===== src/rtl/bus_evt_irq_regs.sv =====
module bus_evt_irq_regs #(
  parameter int          AW        = 8,
  parameter logic [AW-1:0] STAT_ADDR = 8'hAB,
  parameter logic [AW-1:0] MASK_ADDR = 8'hAC
) (
  input  logic          clk,
  input  logic          rst_n,
  input  logic [AW-1:0] addr,
  input  logic          wr_en,
  input  logic [7:0]    wdata,
  output logic [7:0]    rdata,
  input  logic          ev_resume,
  input  logic          ev_bus_rst,
  input  logic          ev_dir_err,
  input  logic          ev_hs_host,
  input  logic          suspended,
  input  logic          err_nonzero,
  input  logic          irq_clr,
  output logic          irq
);

  logic [3:0] st_q;
  logic [4:0] msk_q;
  logic       irq_q;
  logic       wr_st, wr_msk;
  logic [3:0] st_set, st_clr;
  logic [4:0] st_view;
  logic       pend;

  assign wr_st   = wr_en && (addr == STAT_ADDR);
  assign wr_msk  = wr_en && (addr == MASK_ADDR);
  assign st_set  = {ev_resume, ev_bus_rst, ev_dir_err, ev_hs_host & suspended};
  assign st_clr  = wr_st ? wdata[6:3] : 4'b0;
  assign st_view = {st_q, err_nonzero};
  assign pend    = |(st_view & ~msk_q);

  always_ff @(posedge clk) begin
    if (!rst_n) begin
      st_q  <= '0;
      msk_q <= '1;
      irq_q <= 1'b0;
    end else begin
      st_q <= (st_q & ~st_clr) | st_set;
      if (wr_msk) msk_q <= wdata[6:2];
      irq_q <= pend | (irq_q & ~irq_clr);
    end
  end

  always_comb begin
    if (addr == STAT_ADDR)      rdata = {1'b0, st_view, 2'b00};
    else if (addr == MASK_ADDR) rdata = {1'b1, msk_q, 2'b11};
    else                        rdata = 8'h00;
  end

  assign irq = irq_q;

endmodule


===== config.mk =====
export PLATFORM = sky130hd
export DESIGN_NAME = bus_evt_irq_regs
export DESIGN_NICKNAME = d
export VERILOG_FILES = /design/src/rtl/bus_evt_irq_regs.sv
export SDC_FILE = /design/constraint.sdc
export NUM_CORES = 1
export LEC_CHECK = 0
export ABC_AREA = 1
export CAP_MARGIN = 20
export CORE_ASPECT_RATIO = 1.25
export CORE_MARGIN = 2
export CORE_UTILIZATION = 35
export CTS_CLUSTER_SIZE = 16
export DETAILED_ROUTE_END_ITERATION = 8
export PLACE_DENSITY = 0.76
export SLEW_MARGIN = 20
export SYNTH_ARGS = -nofsm -noshare
export SYNTH_HDL_FRONTEND = slang
export SYNTH_SLANG_ARGS = --single-unit
export TNS_END_PERCENT = 50

===== constraint.sdc =====
create_clock -name clk -period 1.05 [get_ports clk]
set_input_delay 0.21 -clock clk [delete_from_list [all_inputs] [get_ports clk]]
set_output_delay 0.21 -clock clk [all_outputs]
set_load 0.01 [all_outputs]

After elaboration in Yosys (flattened, before gate mapping)
Index checks and enable logic that the tools add are counted.
Cells by class
  bitwise logic cells: 9
  equality and inequality tests: 2
  multiplexer cells: 3
  reduce and logical (&&, ||, !) cells: 3
Operator list (count)
  == test 8 bit, second input constant: 2
  2-to-1 mux 8 bit: 2
  AND 5 bit: 1
  NOT 5 bit: 1
  OR reduction 5 bit: 1
  AND 4 bit: 1
  2-to-1 mux 4 bit: 1
  NOT 4 bit: 1
  bitwise OR 4 bit: 1
  AND 1 bit: 2
  logical AND 1 bit: 2
  NOT 1 bit: 1
  bitwise OR 1 bit: 1
Word-level totals
  word-level logic and storage cells: 20
  output and inout port bits: 9
  flip-flop bits (word level): 10
  input port bits: 26

Depth between registers and ports, before layout
  depth in word-level cells: 6
  depth in mapped cells: 8
  gate-level depth less buffers: 8

Worst setup path before layout
OpenSTA, ideal clock, no wires.
  path type: input-to-output
  from: in addr[6]
  to: out rdata[2]
  path slack: -32 ps
  arrival: 872 ps
  stages: 7
  buffers on the path: 0
  cell sequence: inv_1 nand2_2 nor2_4 nand2_4 inv_2 nand2_1 o21ai_0
On the way
  longest elaborated chain between the ends: 3
  elaborated cells between the ends (all ways): 4
  classes of those cells: eq/ne (2); mux (2)
Ends and longest elaborated chain
  start, declared: line 8  | input logic [AW-1:0] addr,
  == test 8 bit: line 51  | else if (addr == MASK_ADDR) rdata = {1'b1, msk_q, 2'b11};
  2-to-1 mux 8 bit: line 51
  2-to-1 mux 8 bit *: line 50  | if (addr == STAT_ADDR) rdata = {1'b0, st_view, 2'b00};
  end, declared: line 11  | output logic [7:0] rdata,
Every way passes the cells marked *; elsewhere a longest branch is shown, timed or not.

Worst setup path in the final report
  from: in addr[6]
  to: out rdata[6]
The elaborated chain is that of the path after synthesis.

==> summary.md <==
| Metric | Value |
|---|---|
| Status | `finished, violations left` |
| Violated checks | `setup timing` |
| Initial Utilization | `0.3694` |
| HPWL Detailed | `1262 µm` |
| Setup Viol. Count Final | `11` |
| Hold_buf cts | `0` |
| Skew-Pair Late Insertion Delay | `0.28 ns` |
| Syn Area/Cell | `6.949 µm²` |
| Total routed wirelength | `1652 µm` |
| DRC violations left | `0` |
| Crit path kind | `primary input to output port` |
| Buffer and inverter count on the worst path | `4` |
| Share of cells above drive strength 1 | `0.4925` |
| Synthesized area | `576.8 µm²` |
| Total CTS buffers | `3` |
| Tmin final | `1.179 ns` |
| Netlist cell types | `19` |
| Total gr overflow | `0` |
| H-tree levels | `1` |
| M1 wire length | `590 µm` |
| Share of the synthesized area in the top cell type | `0.3471` |
| CTS tree | `built` |
| Worst-margin pin slew | `0.1786 ns` |
| Fin crit share | `1.123` |
| Predominant post-synthesis flop cell | `dfxtp_1` |
| CTS root buf | `clkbuf_4` |
| Global Route Usage Sum | `0.2170` |
| Area grow syn2layout | `88.72%` |
| Fmax | `848.1 MHz` |
| Placer Congestion | `0.8133` |
| Sequential share of the synthesized area | `0.3471` |
| Slew HR | `0.8800` |
| Final Skew | `0.009090 ns` |
| Routed Antenna Nets | `0` |
| First-pass GRT wire length | `2877 µm` |
| Hold Worst Slack | `0.4666 ns` |
| Final #Nets | `161` |
| Most numerous cell in the Yosys netlist | `nand2_1` |
| Port Buffers | `31` |
| Router iterations before antenna repair | `4` |
| Row Count | `16` |
| Worst path slowest cell | `nor2_4` |
| Via count | `712` |
| Die Wd | `40.31 µm` |
| Number of synthesized register bits | `10` |
| Top Metal Used | `met4` |
| Leak Pwr | `0.5618 nW` |
| Met3 routed WL | `81 µm` |
| Critical path endpoint category | `output port` |
| Clock slew at reported path FFs | `0.06 ns` |
| Drt wl/cell | `10.87 µm` |
| Worst vdd ir | `0.6658 mV` |
| Post-Layout Cell Count | `152` |
| RSZ-0062 raised after global routing | `true` |
| Final setup margin | `-0.1291 ns` |
| Crit path DAT | `0.97 ns` |
| Met2 WL | `925 µm` |
| Via-to-Cell Ratio | `4.684` |
| Clock buffer depth | `2` |
| Largest net degree at the start of global routing | `7` |
| Synth top area cells | `dfxtp_1, nand2_1, inv_1` |
| Worst-path cell chain | `buf_6, inv_4, nand2_4, nor2_4, nand2_4, inv_4, nand2_2, o21ai_1, buf_2` |
| Synth Instances | `83` |
| Max Cap Viol | `0` |
| Top cells by count, synth | `nand2_1, inv_1, dfxtp_1, nand3_1, o21ai_0` |
| Max incr delay on CP | `0.16 ns` |
| Vias in the first global route | `696` |
| Leading area contributor after synthesis | `dfxtp_1` |
| IO Count | `35` |
| CTS sink cnt | `10` |
| Req. time, crit path | `0.84 ns` |
| Power Dens Cells | `868.4 mW/mm²` |
| HP Class | `flop to flop` |
| Setup tns final | `-0.9416 ns` |
| N_diodes | `0` |
| Core area | `0.001562 mm²` |
| Die H | `49.39 µm` |
| Initial antenna violation count | `0` |
| Die area | `0.001991 mm²` |
| Startpoint type of the worst setup path | `primary input` |
| Maximum fanout along the worst path | `5` |
| DR iter-0 viols | `10` |
| EDFF count, synth | `0` |
| Post-synth ARST share | `0` |
| Hold Fails Final Rpt | `0` |
| Max Slew Vio Count | `0` |
| Cell family with most CP delay | `buffers and inverters` |
| Net Count, Synth | `109` |
| Placed cell count | `144` |
| Ys Warns | `0` |
kinds of logic after synthesis:
| family | after synthesis | synth area share |
|---|---|---|
| simple gates | 43 | 0.4100 |
| buf+inv | 18 | 0.1345 |
| compound gates | 12 | 0.1084 |
| flops | 10 | 0.3471 |
worst min-delay path: stages (launching register included):
cell     delay (ns)
dfxtp_1        0.31
nand2_1        0.06
a21oi_1        0.05
per-stage QoR:
stage	utilization	total power, W	cell area [µm²]	setup WS [ns]
2_1_floorplan	-	0.0004508	583.1	-0.02329
3_3_place_gp	0.6442	0.0005710	1006	-0.9192
3_5_place_dp	0.6442	0.0005755	1006	-0.9746
4_1_cts	0.6875	0.0009359	1074	-0.1127
5_1_grt	0.6971	0.001003	1089	-0.1920
6_report	0.6971	0.0009453	1089	-0.1291
power breakdown:
group	internal, W	switching, W
clock	0.000211	0.000152
sequential	0.000392	0.00000651
combinational	0.000110	0.0000738
final timing paths:
path / from / endpoint / slack [ns] / depth (start not counted)
min reg2reg: st_q[3] / st_q[3] / 0.47 / 2
max: addr[6] / rdata[6] / -0.13 / 9
min: st_q[3] / st_q[3] / 0.47 / 2
max reg2reg: msk_q[1] / irq / 0.13 / 6
layout make-up:
type,count,area (µm²)
fill,135,473.0
timing repair buffer,49,412.9
multi-input combinational,55,341.6
sequential,10,205.2
inverter,16,70.07
clock buffer,4,36.28
tap,18,22.52
sequential cells by signal, summed over array words and instances, names as in the netlist:
| register | count |
|---|---|
| st_q | 4 |
| irq | 1 |
| msk_q | 5 |
timing repair:
action	in CTS	in global routing
setup buffers	4	0
resized for setup	88	9
endpoints found under the setup margin	18	15
pin swaps	9	4
metal layers:
metal | vias to the layer above | global-route usage
met5 | - | 0
met4 | 0 | 0.1500
met3 | 4 | 0.04110
met2 | 26 | 0.3575
met1 | 317 | 0.2295
li1 | 365 | -
layout by cell type, fill, tap and decap left out, drive strengths merged:
cell type	count
o21ai	6
nor2	4
nand4	4
buf	35
a21oi	4
dlygate4sd2	1
inv	16
nand3	6
dfxtp	10
o22ai	2
clkbuf	4
nand2	27
clkdlybuf4s50	13
nor3	2
No activity file was read; power rests on OpenSTA's default activity.
